File: config.mk
export PLATFORM = sky130hd
export DESIGN_NAME = ssc_profile_gen
export DESIGN_NICKNAME = d
export VERILOG_FILES = /design/src/rtl/ssc_pkg.sv /design/src/rtl/ssc_ramp_ctr.sv /design/src/rtl/ssc_word_map.sv /design/src/rtl/ssc_profile_gen.sv
export SDC_FILE = /design/constraint.sdc
export NUM_CORES = 1
export LEC_CHECK = 0
export ABC_AREA = 1
export BUFFER_PORTS_ARGS = -buffer_cell sky130_fd_sc_hd__buf_2
export CORE_AREA = 4 4 80 82
export DETAILED_ROUTE_END_ITERATION = 8
export DIE_AREA = 0 0 84 86
export PLACE_DENSITY = 0.7
export SLEW_MARGIN = 20
export SYNTH_ARGS = -nofsm -noshare
export SYNTH_HDL_FRONTEND = slang
export SYNTH_SLANG_ARGS = --single-unit
File: constraint.sdc
create_clock -name clk -period 4.8 [get_ports clk]
set_input_delay 0.48 -clock clk [delete_from_list [all_inputs] [get_ports clk]]
set_output_delay 0.48 -clock clk [all_outputs]
set_load 0.03 [all_outputs]
File: src/rtl/ssc_pkg.sv
package ssc_pkg;

  typedef enum logic {DIR_FALL = 1'b0, DIR_RISE = 1'b1} ramp_dir_e;

  // nominal word minus scaled count
  function automatic int unsigned spread_word(input int unsigned nom,
                                              input int unsigned cnt,
                                              input int unsigned scale);
    return nom - cnt * scale;
  endfunction

  // rising step with clamp at the top
  function automatic int unsigned rise_next(input int unsigned cnt,
                                            input int unsigned step,
                                            input int unsigned peak);
    return (cnt + step >= peak) ? peak : cnt + step;
  endfunction

  // falling step with clamp at zero
  function automatic int unsigned fall_next(input int unsigned cnt,
                                            input int unsigned step);
    return (cnt <= step) ? 0 : cnt - step;
  endfunction

endpackage

File: src/rtl/ssc_ramp_ctr.sv
module ssc_ramp_ctr
  import ssc_pkg::*;
#(
  parameter int unsigned CNT_W = 10,
  parameter int unsigned PEAK  = 333,
  parameter int unsigned STEP  = 1
) (
  input  logic             clk,
  input  logic             rst,
  input  logic             run,
  output logic [CNT_W-1:0] cnt,
  output ramp_dir_e        dir,
  output logic             top_turn,
  output logic             floor_turn
);

  logic [CNT_W-1:0] cnt_q;
  ramp_dir_e        dir_q;
  int unsigned      cnt_w;

  assign cnt_w      = 32'(cnt_q);
  assign top_turn   = run && (dir_q == DIR_RISE) && (cnt_w + STEP >= PEAK);
  assign floor_turn = run && (dir_q == DIR_FALL) && (cnt_w <= STEP);

  always_ff @(posedge clk) begin
    if (rst || !run) begin
      cnt_q <= '0;
      dir_q <= DIR_RISE;
    end else if (dir_q == DIR_RISE) begin
      cnt_q <= CNT_W'(rise_next(cnt_w, STEP, PEAK));
      if (top_turn) dir_q <= DIR_FALL;
    end else begin
      cnt_q <= CNT_W'(fall_next(cnt_w, STEP));
      if (floor_turn) dir_q <= DIR_RISE;
    end
  end

  assign cnt = cnt_q;
  assign dir = dir_q;

endmodule

File: src/rtl/ssc_word_map.sv
module ssc_word_map
  import ssc_pkg::*;
#(
  parameter int unsigned CNT_W  = 10,
  parameter int unsigned WORD_W = 24,
  parameter int unsigned NOM    = 60 << 16,
  parameter int unsigned SCALE  = 59
) (
  input  logic [CNT_W-1:0]  cnt,
  output logic [WORD_W-1:0] word
);

  assign word = WORD_W'(spread_word(NOM, 32'(cnt), SCALE));

endmodule

File: src/rtl/ssc_profile_gen.sv
module ssc_profile_gen
  import ssc_pkg::*;
#(
  parameter int unsigned CNT_W   = 10,
  parameter int unsigned PEAK    = 333,
  parameter int unsigned STEP    = 1,
  parameter int unsigned FRAC_W  = 16,
  parameter int unsigned NOM_INT = 60,
  parameter int unsigned WORD_W  = 24,
  parameter int unsigned SCALE   = 59
) (
  input  logic              clk,
  input  logic              rst,
  input  logic              ssc_en,
  output logic [WORD_W-1:0] ctrl_word
);

  localparam int unsigned NOM = NOM_INT << FRAC_W;

  logic [CNT_W-1:0] cnt_q;
  ramp_dir_e        dir_q;
  logic             top_turn;
  logic             floor_turn;

  ssc_ramp_ctr #(.CNT_W(CNT_W), .PEAK(PEAK), .STEP(STEP)) u_ramp (
    .clk       (clk),
    .rst       (rst),
    .run       (ssc_en),
    .cnt       (cnt_q),
    .dir       (dir_q),
    .top_turn  (top_turn),
    .floor_turn(floor_turn)
  );

  ssc_word_map #(.CNT_W(CNT_W), .WORD_W(WORD_W), .NOM(NOM), .SCALE(SCALE)) u_map (
    .cnt (cnt_q),
    .word(ctrl_word)
  );

endmodule

# == Word level (Yosys, flattened, before mapping) ==
# Index checks and enable logic that the tools add are counted.
# totals
ff_bits,11
elab_cells,21
out_inout_bits,24
in_bits,3
# classes
n_lt_le_gt_ge,2
add_sub_neg,3
n_reduce_logical,6
muxes,6
multipliers,1
bitwise_logic,1
# op_table
op,count
2-to-1 mux 10 bit,3
subtractor 22 x 16 -> 23 bit (first input constant),1
multiplier 10 x 6 -> 16 bit (second input constant),1
adder 10 x 1 -> 11 bit (second input constant),1
>= comparator 11 x 9 -> 1 bit (second input constant),1
less-or-equal comparator 10 x 1 -> 1 bit (second input constant),1
subtractor 10 x 1 -> 10 bit (second input constant),1
logical AND 1 bit,4
2-to-1 mux 1 bit,3
logical NOT 1 bit,1
logical OR 1 bit,1
NOT 1 bit,1

# == Longest topological paths before layout ==
# Gate-level depths: netlist of the first run.
# depth
depth_word,5
depth_mapped,17
depth_no_buf,17

# == Cells and area by module ==
# A second synthesis of the first run with hierarchy kept.
# unflattened
hier_cells,448
hier_area_um2,3002.9
# by_module_without_submodules
module,cells_each,area_per_inst_um2,instances,seq_area_each_um2
ssc_word_map,297,2040.7,1,0.0
ssc_ramp_ctr,151,962.2,1,220.2

# == Least setup slack after synthesis of the first run ==
# OpenSTA, ideal clock, no wires.
# synth_path
path_type,flip-flop to output port
from,reg u_ramp.cnt_q[4] (netlist: u_ramp.cnt[4])
to,out ctrl_word[16]
arrival_time_ns,4.268
required_ns,4.320
stages_incl_launch_ff,16
slack_ns,0.052
path_buffers,0
cell_sequence,dfxtp_1 > inv_1 > fa_1 > fa_1 > inv_1 > fa_1 > inv_1 > ha_1 > ha_1 > nand2_1 > o21ai_0 > nand2_1 > nand4_1 > nand2_1 > a21oi_1 > nor2_1
# synth_between
elab_chain_cells,2
# synth_rtl
item,line,source
start: declaration,ssc_ramp_ctr.sv:17,logic [CNT_W-1:0] cnt_q;
start signal: assignment,ssc_ramp_ctr.sv:30,"cnt_q <= CNT_W'(rise_next(cnt_w, STEP, PEAK));"
start signal: assignment,ssc_ramp_ctr.sv:33,"cnt_q <= CNT_W'(fall_next(cnt_w, STEP));"
multiplier 10 x 6 -> 16 bit,ssc_pkg.sv:9,return nom - cnt * scale;
subtractor 22 x 16 -> 23 bit,ssc_pkg.sv:9,
end: declaration,ssc_profile_gen.sv:15,output logic [WORD_W-1:0] ctrl_word
# No other way between the ends.

# == Worst setup path after layout of the first run ==
# layout_path
from,reg u_ramp.cnt_q[3] (netlist: u_ramp.cnt[3])
to,out ctrl_word[13]
# Same word-level chain as after synthesis.

==> qor.log, run 1 <==
INFO  final_layout   layout-drive-gt1-share=14.75%
INFO  sta            setup_violations=0
INFO  synthesis      post_synth.cell_area_avg=7.585squm
INFO  grt            globalRoute.totalOverflow=0
INFO  floorplan      fp-row-count=28
INFO  floorplan      fp.dieArea=7224squm
INFO  pwr            static-leakage-power=1.756nW
INFO  synthesis      synth-async-reset-ratio=0%
INFO  synthesis      yosysSeqAreaShare=7.847%
INFO  setup_path     highest_delay_cell_along_the_critical_path=sky130_fd_sc_hd__fa_1
INFO  final_layout   nNetsFinal=493
INFO  synthesis      synth_area_leader_cell=sky130_fd_sc_hd__ha_1
INFO  routing        drc=0
INFO  synthesis      synth.top_cells.by_count=sky130_fd_sc_hd__inv_1 (73), sky130_fd_sc_hd__ha_1 (66), sky130_fd_sc_hd__nand2_1 (66), sky130_fd_sc_hd__a21oi_1 (29), sky130_fd_sc_hd__nor2_1 (24)
INFO  routing        wl=5739microns
INFO  pwr            vdd.ir_drop.worst=0.1815mV
INFO  outcome        result_of_the_run=finished, final reports clean
INFO  sta            grt_setup_unrepaired=no
INFO  setup_path     timing.critical_path.fanout_max=9
INFO  floorplan      effective_utilization_at_floorplan=48.85%
INFO  synthesis      yosys_warnings=0
INFO  grt            grt_start_max_net_pins=11
INFO  grt            first_global_vias=2231
INFO  sta            layout_worst_path_cycle_share=96.13%
INFO  routing        drt.antenna.violating_nets=0
INFO  synthesis      yosysMostFrequentCell=sky130_fd_sc_hd__inv_1
INFO  sta            post-route-min-period=4.614ns
INFO  routing        initialDrtViolationCount=115
INFO  clock_tree     hold_buffers=0
INFO  placement      dpl.hpwl=4872microns
INFO  setup_path     setup.worst_path.class=flop to output port
INFO  setup_path     cp_capture_type=output port
INFO  final_layout   final_cell_area=3141squm
INFO  clock_tree     root_buffer=sky130_fd_sc_hd__clkbuf_8
INFO  setup_path     crit_buf_inv=5
INFO  synthesis      ys_seq_elements=11
INFO  grt            grt_use_total=16.15%
INFO  pwr            power.density=158.2nW/um^2
INFO  synthesis      postSynth.topFlopCell=sky130_fd_sc_hd__dfxtp_1
INFO  clock_tree     cts_num_sinks=11
INFO  setup_path     cp_cell_sequence=inv_2, fa_1, fa_1, inv_1, fa_1, inv_1, ha_1, ha_1, nand2_1, nand2_1, o21bai_1, a21oi_2, inv_1, nand2_1, nand3_1, xor2_1, buf_2
INFO  routing        detail_route.wl_per_cell=12.08microns
INFO  floorplan      ioPinCount=27
INFO  hold_path      holdCritPathClass=input port to flop
INFO  final_layout   fillers=552
INFO  flow_run       max-cap-violations=0
INFO  routing        drt-pass1-iter-count=4
INFO  synthesis      number_of_synthesized_flops_with_an_enable_pin=0
INFO  synthesis      synth.area.top_cells=sky130_fd_sc_hd__ha_1 (29%), sky130_fd_sc_hd__fa_1 (16%), sky130_fd_sc_hd__inv_1 (9.8%)
INFO  sta            hold_violations=0
INFO  synthesis      synthesis.instances=370
INFO  sta            layout_skew=0.003307ns
INFO  setup_path     crit_path_start_kind=flop
INFO  placement      place.port_buffers=21
INFO  clock_tree     tritoncts.num_buffers=3
INFO  floorplan      die_w=84microns
INFO  routing        via_count=2339
INFO  floorplan      coreArea=5746squm
INFO  synthesis      synth.cell_area=2806squm
INFO  floorplan      die_h=86microns
INFO  placement      finalWeightedCongestion=0.8473
INFO  setup_path     timing.critical_path.required=4.32ns
INFO  final_layout   insertedDiodeCount=0
INFO  synthesis      post-synth-top-area-fraction=29.42%
INFO  sta            tns=0ns
INFO  final_layout   area_overhead_of_the_layout_relative_to_synthesis=11.90%
INFO  setup_path     kind_of_cell_adding_the_most_delay_to_the_critical_path=adder cells
INFO  sta            timing_max_transition_violations_final=0
INFO  clock_tree     cts_max_level=1
INFO  setup_path     worst_ep_arrival_time=4.13ns
INFO  setup_path     timing.critical_path.slowest_cell_delay=0.55ns
INFO  clock_tree     clk-insertion-delay-late=0.24ns
INFO  grt            grt_antenna_before_repair=0
INFO  synthesis      yosys.cell_types.count=25
INFO  placement      detailed_place.area=3002squm
INFO  clock_tree     cts-root-to-sink-buffers=2
INFO  clock_tree     path_clk_slew=0.05ns
INFO  sta            max_clock_freq=216.7MHz
INFO  grt            first_pass_grt_wire_length=9956microns
INFO  routing        drt-vias-per-instance=4.924
INFO  clock_tree     clock_tree_from_tritoncts=yes
-- flip-flops by register name, summed over array words and instances, names as in the netlist --
signal,flops
u_ramp.dir,1
u_ramp.cnt,10
-- cell type report --
cell class / instances / area (sq um) / area share (%)
multi-input cells: 281 / 2308 / 73.51
well taps: 75 / 93.84 / 2.988
flip-flops and latches: 11 / 227.7 / 7.251
inverters: 73 / 277.8 / 8.845
repair buffers: 31 / 187.7 / 5.976
clock buffers: 4 / 45.04 / 1.434
-- per-stage QoR --
stage | hold WS [ns] | util [%] | power (W) | std cells | worst slack (ns)
final | 0.5192 | 54.66 | 0.0004967 | 475 | 0.1856
after global routing | 0.5687 | 54.66 | 0.0005260 | 475 | 0.01069
after global placement | 0.6230 | 52.24 | 0.0003770 | 467 | 0.1919
after floorplan | 0.5304 | - | 0.0003153 | 373 | 0.05213
after CTS | 0.5193 | 53.05 | 0.0004757 | 471 | 0.03118
after detailed placement | 0.6229 | 52.24 | 0.0003799 | 467 | 0.1440
-- path summary, 6_finish.rpt --
kind / from / end / slack, ns / cells after the start
min reg2reg: u_ramp.cnt[4] / u_ramp.cnt[4] / 0.63 / 3
min: rst / u_ramp.cnt[1] / 0.52 / 4
max: u_ramp.cnt[3] / ctrl_word[13] / 0.19 / 17
max reg2reg: u_ramp.cnt[2] / u_ramp.cnt[5] / 2.61 / 10
-- cell usage in the layout, fill, tap and decap left out, types with 2 or more instances in the layout --
cell	count
sky130_fd_sc_hd__clkbuf_8	3
sky130_fd_sc_hd__nand3_1	19
sky130_fd_sc_hd__nor2_1	24
sky130_fd_sc_hd__xor2_1	16
sky130_fd_sc_hd__ha_1	64
sky130_fd_sc_hd__inv_1	68
sky130_fd_sc_hd__nand4_1	5
sky130_fd_sc_hd__dfxtp_2	3
sky130_fd_sc_hd__dfxtp_1	7
sky130_fd_sc_hd__o21ai_0	6
sky130_fd_sc_hd__o21bai_1	2
sky130_fd_sc_hd__conb_1	5
sky130_fd_sc_hd__nand2_2	5
sky130_fd_sc_hd__nand2_1	65
sky130_fd_sc_hd__ha_4	2
sky130_fd_sc_hd__inv_2	4
sky130_fd_sc_hd__a21oi_1	26
sky130_fd_sc_hd__fa_1	22
sky130_fd_sc_hd__a21oi_2	3
sky130_fd_sc_hd__buf_2	18
sky130_fd_sc_hd__nor2_4	2
sky130_fd_sc_hd__buf_4	12
sky130_fd_sc_hd__xnor2_1	4
-- metal layers --
| layer | vias up | part of all wire, % | track usage [%] |
|---|---|---|---|
| li1 | 1211 | - | - |
| met1 | 1093 | 50 | 21.80 |
| met2 | 31 | 47 | 28.13 |
| met3 | 4 | 2.6 | 2.113 |
| met4 | 0 | 0.61 | 2.632 |
| met5 | - | 0 | 0 |
-- worst min-delay path, delay by kind of cell --
| kind | cells | cell delay (ns) |
|---|---|---|
| buf+inv | 1 | 0.08 |
| simple gates | 1 | 0.05 |
| compound gates | 2 | 0.10 |
-- power by group --
group	internal (W)	total [W]	switching (W)
combinational	0.000101	0.000308	0.000207
clock	0.0000586	0.0000962	0.0000377
sequential	0.0000917	0.0000924	0.000000696
total	0.000251	0.000497	0.000245
-- cells by family after synthesis --
logic type               after synthesis  share of synthesized area, %
buffers and inverters                 81                         11.90
flip-flops                            11                         7.847
adder cells (fa/ha/maj)               89                         45.83
XOR/XNOR                              21                         6.821
AO/OA/AOI/OAI                         44                         8.694
other                                  2                        0.2676
AND/OR/NAND/NOR                      122                         18.64
-- timing repair --
item / in CTS / in global routing
buffers inserted: 0 / 4
setup endpoints to repair: 5 / 8
resized for setup: 5 / 21
pin swaps: 0 / 3
cloned: 0 / 0
Power figures use the tool's default switching activity.
==> run 2, diff against run 1 <==
--- a/config.mk
+++ b/config.mk
@@ -6,11 +6,11 @@
 export NUM_CORES = 1
 export LEC_CHECK = 0
 export ABC_AREA = 1
-export BUFFER_PORTS_ARGS = -buffer_cell sky130_fd_sc_hd__buf_2
 export CORE_AREA = 4 4 80 82
 export DETAILED_ROUTE_END_ITERATION = 8
 export DIE_AREA = 0 0 84 86
-export PLACE_DENSITY = 0.7
+export DONT_BUFFER_PORTS = 1
+export PLACE_DENSITY = 0.66
 export SLEW_MARGIN = 20
 export SYNTH_ARGS = -nofsm -noshare
 export SYNTH_HDL_FRONTEND = slang
==> qor.log, run 2 (synthesis results as in run 1) <==
INFO  outcome        result_of_the_run=finished, final reports clean
INFO  final_layout   fillers=565 [+2.4%]
INFO  final_layout   layout-drive-gt1-share=16.96% [+2.2 points]
INFO  placement      finalWeightedCongestion=0.8538 [+0.77%]
INFO  floorplan      die_w=84microns [unchanged]
INFO  setup_path     crit_buf_inv=4 [-1]
INFO  final_layout   layout_commonest_cell=sky130_fd_sc_hd__inv_1
INFO  final_layout   nNetsFinal=494 [+0.20%]
INFO  pwr            static-leakage-power=1.773nW [+0.98%]
INFO  clock_tree     clk-insertion-delay-late=0.24ns [about the same]
INFO  pwr            vdd.ir_drop.worst=0.1495mV [-18%]
INFO  flow_run       max-cap-violations=0 [unchanged]
INFO  setup_path     timing.critical_path.required=4.32ns [about the same]
INFO  clock_tree     cts_num_sinks=11 [unchanged]
INFO  placement      dp_worst_setup_slack=0.08392ns [-0.06007 ns]
INFO  clock_tree     clock_tree_from_tritoncts=yes
INFO  clock_tree     tritoncts.num_buffers=3 [unchanged]
INFO  sta            finalWorstSetupSlack=0.1885ns [+0.002956 ns]
INFO  setup_path     kind_of_cell_adding_the_most_delay_to_the_critical_path=adder cells
INFO  placement      dpl.hpwl=4948microns [+1.6%]
INFO  sta            grt_setup_unrepaired=yes
INFO  sta            slew-limit-headroom=57.12%
INFO  setup_path     highest_delay_cell_along_the_critical_path=sky130_fd_sc_hd__fa_1
INFO  grt            first_global_vias=2361 [+5.8%]
INFO  final_layout   mostFrequentLayoutCells=sky130_fd_sc_hd__inv_1 (68), sky130_fd_sc_hd__nand2_1 (65), sky130_fd_sc_hd__ha_1 (60)
INFO  clock_tree     cts_max_level=1 [unchanged]
INFO  grt            grt_start_max_net_pins=11 [unchanged]
INFO  grt            first_pass_grt_wire_length=10650microns [+6.9%]
INFO  final_layout   final_cell_area=3246squm [+3.3%]
INFO  grt            globalRoute.totalOverflow=0 [unchanged]
INFO  routing        drt-vias-per-instance=5.034 [+2.2%]
INFO  sta            setup_violations=0 [unchanged]
INFO  setup_path     setup.worst_path.class=flop to output port
INFO  floorplan      ioPinCount=27 [unchanged]
INFO  sta            hold_violations=0 [unchanged]
INFO  sta            timing_max_transition_violations_final=0 [unchanged]
INFO  floorplan      die_h=86microns [unchanged]
INFO  routing        detail_route.wl_per_cell=12.59microns [+4.2%]
INFO  setup_path     timing.critical_path.fanout_max=6 [-3]
INFO  setup_path     timing.critical_path.slowest_cell_delay=0.56ns [about the same]
INFO  final_layout   insertedDiodeCount=0 [unchanged]
INFO  routing        drc=0 [unchanged]
INFO  sta            tns=0ns [unchanged]
INFO  final_layout   finish.cell_count_without_fillers=476 [+0.21%]
INFO  sta            max_clock_freq=216.9MHz [about the same]
INFO  routing        wl=5994microns [+4.4%]
INFO  sta            layout_skew=0.003111ns [-0.0001961 ns]
INFO  placement      detailed_place.area=3017squm [+0.50%]
INFO  setup_path     cp_cell_sequence=clkinvlp_4, fa_1, fa_1, inv_1, fa_1, inv_1, ha_1, ha_4, nand2_1, o21ai_2, nand2_1, nand4_1, nand2_1, nand2_1, nor2_1, nor2_1, buf_4
INFO  clock_tree     root_buffer=sky130_fd_sc_hd__clkbuf_8
INFO  final_layout   regMostFlops=u_ramp.cnt
INFO  final_layout   ff_latch_area=227.7squm [unchanged]
INFO  routing        drt-pass1-iter-count=4 [unchanged]
INFO  clock_tree     hold_buffers=0 [unchanged]
INFO  setup_path     worst_ep_arrival_time=4.13ns [about the same]
INFO  final_layout   largest_register_ff_count=10 [unchanged]
INFO  sta            timing_worst_slew_pin_value=0.6411ns
INFO  hold_path      holdCritPathClass=input port to flop
INFO  final_layout   area_overhead_of_the_layout_relative_to_synthesis=15.65%
INFO  placement      place.port_buffers=0 [-100%]
INFO  sta            layout_worst_path_cycle_share=96.07% [about the same]
INFO  setup_path     crit_path_start_kind=flop
INFO  grt            grt_antenna_before_repair=0 [unchanged]
INFO  clock_tree     cts-root-to-sink-buffers=2 [unchanged]
INFO  pwr            finalPower=0.0005046W [+1.6%]
INFO  setup_path     cp_capture_type=output port
INFO  sta            post-route-min-period=4.611ns [-0.002956 ns]
INFO  setup_path     timing.critical_path.mode_cell=sky130_fd_sc_hd__nand2_1
INFO  clock_tree     path_clk_slew=0.05ns [about the same]
INFO  routing        initialDrtViolationCount=114 [-0.87%]
INFO  floorplan      fp.dieArea=7224squm [unchanged]
INFO  routing        via_count=2396 [+2.4%]
INFO  routing        drt.antenna.violating_nets=0 [unchanged]
INFO  floorplan      fp-row-count=28 [unchanged]
INFO  floorplan      coreArea=5746squm [unchanged]
INFO  grt            grt_use_total=17.69% [+1.5 points]
INFO  pwr            power.density=155.5nW/um^2 [-1.7%]
INFO  placement      numPlacedInstances=462 [-1.1%]
INFO  floorplan      effective_utilization_at_floorplan=48.85% [unchanged]
INFO  final_layout   multi_input_area=2354squm [+2.0%]
[run 2: changes by cell type in the layout (fill, tap and decap cells not counted), sizes merged]
cell | before | now
buf | 30 | 32
clkbuf | 5 | 4
clkinvlp | 1 | 3
inv | 72 | 70
[run 2: routing by layer]
layer | share of wire [%] | wire length, microns | GRT usage [%] | up-vias
met5 | 0 | 0 | 0 | -
met4 | 0.98 | 59 | 2.485 | 0
met3 | 3.1 | 183 | 2.882 | 8
met2 | 47 | 2814 | 30.01 | 35
met1 | 49 | 2937 | 24.34 | 1142
li1 | - | - | - | 1211
[run 2: power breakdown]
| part | switching (W) | internal [W] |
|---|---|---|
| clock | 0.0000350 | 0.0000583 |
| sequential | 0.000000628 | 0.0000918 |
| combinational | 0.000205 | 0.000114 |
[run 2: cell type report]
| cell class | count | area share [%] |
|---|---|---|
| clock buffer | 4 | 1.388 |
| inverter | 73 | 8.790 |
| multi-input combinational | 281 | 72.51 |
| sequential | 11 | 7.016 |
| tap | 75 | 2.891 |
| timing repair buffer | 32 | 7.402 |
[run 2: path summary, 6_finish.rpt]
check	slack [ns]	from	cells past startpoint	endpoint
hold / removal	0.44	rst	3	u_ramp.cnt[1]
setup reg to reg	2.63	u_ramp.cnt[4]	10	u_ramp.cnt[5]
hold reg to reg	0.64	u_ramp.dir	2	u_ramp.cnt[6]
setup / recovery	0.19	u_ramp.cnt[4]	17	ctrl_word[16]
[run 2: stage by stage]
stage               hold WS, ns  util (%)
floorplan                0.5304         -
global placement         0.6190     52.50
detailed placement       0.6270     52.50
CTS                      0.4310     53.62
global route             0.4728     56.49
finish                   0.4395     56.49
[run 2: repair_timing]
| action | 4_1_cts | 5_1_grt |
|---|---|---|
| endpoints found under the setup margin | 6 | 8 |
| setup buffers | 1 | 9 |
| gates resized for setup | 7 | 22 |
| pin swaps | 0 | 7 |
[run 2: worst min-delay path: stages]
cell and delay (ns):
sky130_fd_sc_hd__nor2_1 0.04, sky130_fd_sc_hd__o21ai_0 0.07, sky130_fd_sc_hd__a21oi_1 0.04
==> run 3, diff against run 2 <==
==> constraint.sdc (replaced) <==
create_clock -name clk -period 4.8 [get_ports clk]
set_input_delay 0.96 -clock clk [delete_from_list [all_inputs] [get_ports clk]]
set_output_delay 0.96 -clock clk [all_outputs]
set_load 0.03 [all_outputs]
==> qor.log, run 3 (synthesis results as in run 1) <==
INFO  final_layout   layout-drive-gt1-share=31.81% [+15 points]
INFO  floorplan      fp.dieArea=7224squm [unchanged]
INFO  clock_tree     clk-insertion-delay-late=0.24ns [about the same]
INFO  placement      finalWeightedCongestion=0.8568 [+0.35%]
INFO  sta            slew-limit-headroom=57.24% [+0.12 points]
INFO  sta            layout_skew=0.001453ns [-0.001658 ns]
INFO  floorplan      coreArea=5746squm [unchanged]
INFO  hold_path      whs_path_depth=2 [-1]
INFO  clock_tree     hold_buffers=0 [unchanged]
INFO  setup_path     timing.critical_path.fanout_max=5 [-1]
INFO  final_layout   nNetsFinal=508 [+2.8%]
INFO  setup_path     reg2reg_to=u_ramp.cnt[8]
INFO  clock_tree     tritoncts.num_buffers=3 [unchanged]
INFO  floorplan      ioPinCount=27 [unchanged]
INFO  routing        wl=6875microns [+15%]
INFO  setup_path     worst_r2r_startpoint=u_ramp.cnt[4]
INFO  placement      dpl.hpwl=5133microns [+3.7%]
INFO  floorplan      die_w=84microns [unchanged]
INFO  clock_tree     cts_max_level=1 [unchanged]
INFO  setup_path     cp_cell_sequence=inv_4, fa_2, inv_2, fa_2, fa_1, inv_2, ha_4, ha_4, a21oi_4, nand2_2, nand3_2, nand4_1, buf_4, xor2_1, buf_4
INFO  sta            setup_violations=0 [unchanged]
INFO  final_layout   area_overhead_of_the_layout_relative_to_synthesis=32.81%
INFO  final_layout   insertedDiodeCount=0 [unchanged]
INFO  grt            grt_antenna_before_repair=0 [unchanged]
INFO  pwr            finalPower=0.0005895W [+17%]
INFO  clock_tree     cts_num_sinks=11 [unchanged]
INFO  outcome        result_of_the_run=finished, final reports clean
INFO  hold_path      holdCritPathClass=flop to flop
INFO  final_layout   postLayoutCoreUtil=64.87% [+8.4 points]
INFO  routing        via_count=2408 [+0.50%]
INFO  setup_path     crit_buf_inv=5 [+1]
INFO  routing        drt-vias-per-instance=4.914 [-2.4%]
INFO  setup_path     setup.worst_path.class=flop to output port
INFO  sta            post-route-min-period=4.741ns [+0.1295 ns]
INFO  sta            tns=0ns [unchanged]
INFO  sta            hold_violations=0 [unchanged]
INFO  floorplan      fp-row-count=28 [unchanged]
INFO  hold_path      holdPathEnd=u_ramp.cnt[8]
INFO  final_layout   fillers=483 [-15%]
INFO  routing        initialDrtViolationCount=104 [-8.8%]
INFO  clock_tree     path_clk_slew=0.05ns [about the same]
INFO  sta            grt_setup_unrepaired=yes
INFO  sta            timing_worst_slew_pin_value=0.6392ns [-0.001858 ns]
INFO  setup_path     kind_of_cell_adding_the_most_delay_to_the_critical_path=adder cells
INFO  setup_path     highest_delay_cell_along_the_critical_path=sky130_fd_sc_hd__fa_2
INFO  clock_tree     clock_tree_from_tritoncts=yes
INFO  final_layout   largest_register_ff_count=10 [unchanged]
INFO  grt            globalRoute.totalOverflow=0 [unchanged]
INFO  routing        detail_route.wl_per_cell=14.03microns [+11%]
INFO  clock_tree     cts-root-to-sink-buffers=2 [unchanged]
INFO  pwr            power.density=158.2nW/um^2 [+1.7%]
INFO  setup_path     crit_path_start_kind=flop
INFO  sta            timing_max_transition_violations_final=0 [unchanged]
INFO  setup_path     timing.critical_path.required=3.84ns [-0.48 ns]
INFO  pwr            static-leakage-power=1.922nW [+8.4%]
INFO  floorplan      die_h=86microns [unchanged]
INFO  grt            grt_use_total=19.39% [+1.7 points]
INFO  setup_path     reg2regPathDepth=10 [unchanged]
INFO  hold_path      hold_path.startpoint=u_ramp.dir
INFO  sta            max_clock_freq=210.9MHz [-2.7%]
INFO  grt            first_pass_grt_wire_length=11490microns [+7.9%]
INFO  floorplan      effective_utilization_at_floorplan=48.85% [unchanged]
INFO  setup_path     r2r_setup_slack=2.72ns [+0.09 ns]
INFO  final_layout   ff_latch_area=230.2squm [+1.1%]
INFO  sta            layout_worst_path_cycle_share=98.77% [+2.7 points]
INFO  final_layout   mostFrequentLayoutCells=sky130_fd_sc_hd__inv_1 (59), sky130_fd_sc_hd__nand2_1 (56), sky130_fd_sc_hd__ha_1 (50)
INFO  routing        drc=0 [unchanged]
INFO  routing        drt.antenna.violating_nets=0 [unchanged]
INFO  final_layout   layout_commonest_cell=sky130_fd_sc_hd__inv_1
INFO  setup_path     worst_ep_arrival_time=3.78ns [-0.35 ns]
INFO  pwr            vdd.ir_drop.worst=0.1740mV [+16%]
INFO  final_layout   multi_input_area=2699squm [+15%]
INFO  setup_path     timing.critical_path.slowest_cell_delay=0.59ns [+0.03 ns]
INFO  routing        drt-pass1-iter-count=4 [unchanged]
INFO  flow_run       max-cap-violations=0 [unchanged]
INFO  final_layout   regMostFlops=u_ramp.cnt
INFO  grt            first_global_vias=2471 [+4.7%]
INFO  placement      place.port_buffers=0 [unchanged]
INFO  grt            grt_start_max_net_pins=11 [unchanged]
INFO  setup_path     cp_capture_type=output port
INFO  clock_tree     root_buffer=sky130_fd_sc_hd__clkbuf_8
[run 3: cell count changes in the layout (fill, tap and decap cells not counted), sizes merged]
cell,before,now
buf,32,46
inv,70,73
clkinvlp,3,0
[run 3: timing repair]
action                     CTS  global route
setup endpoints to repair   13            11
pin swaps                   19            37
gates resized for setup     35            53
setup buffers                3             8
[run 3: per-layer routing]
layer | GRT usage [%] | share of wire, %
met1 | 25.65 | 46
met3 | 2.978 | 2.7
met2 | 33.69 | 50
met5 | 0 | 0
met4 | 3.947 | 0.92
[run 3: how the worst max path moves through the flow]
stage | cells past startpoint | slack [ns] | from | to
after global placement | 16 | -0.06 | u_ramp.cnt[3] | ctrl_word[13]
final | 15 | 0.06 | u_ramp.cnt[2] | ctrl_word[14]
after detailed placement | 15 | -0.05 | u_ramp.cnt[1] | ctrl_word[13]
after CTS | 16 | -0.001 | u_ramp.cnt[5] | ctrl_word[13]
after floorplan | 16 | 0.02 | u_ramp.cnt[4] | ctrl_word[13]
after global routing | 15 | -0.09 | u_ramp.cnt[4] | ctrl_word[14]
[run 3: area by class of cell]
cell class | instances | area share, %
repair buffers | 46 | 10.00
multi-input cells | 281 | 72.41
inverters | 73 | 7.687
flip-flops and latches | 11 | 6.177
clock buffers | 4 | 1.208
well taps | 75 | 2.518
[run 3: worst min-delay path, cell delays in order (launching register included)]
cell,delay [ns]
sky130_fd_sc_hd__dfxtp_1,0.41
sky130_fd_sc_hd__nand2_1,0.11
sky130_fd_sc_hd__a21oi_1,0.06
[run 3: stage by stage]
stage          setup slack (ns)  cell area (sq um)  hold slack [ns]  cells
2_1_floorplan           0.02317               2882           0.5167    373
3_3_place_gp           -0.05673               3191           0.6104    475
3_5_place_dp           -0.04957               3191           0.6138    475
4_1_cts               -0.001285               3466           0.6227    482
5_1_grt                -0.09221               3727           0.6604    490
6_report                0.05897               3727           0.6267    490
[run 3: where the power goes]
part | internal (W) | switching, W | total [W]
logic | 0.000159 | 0.000241 | 0.000400
clock network | 0.0000586 | 0.0000377 | 0.0000963
registers | 0.0000924 | 0.000000596 | 0.0000930
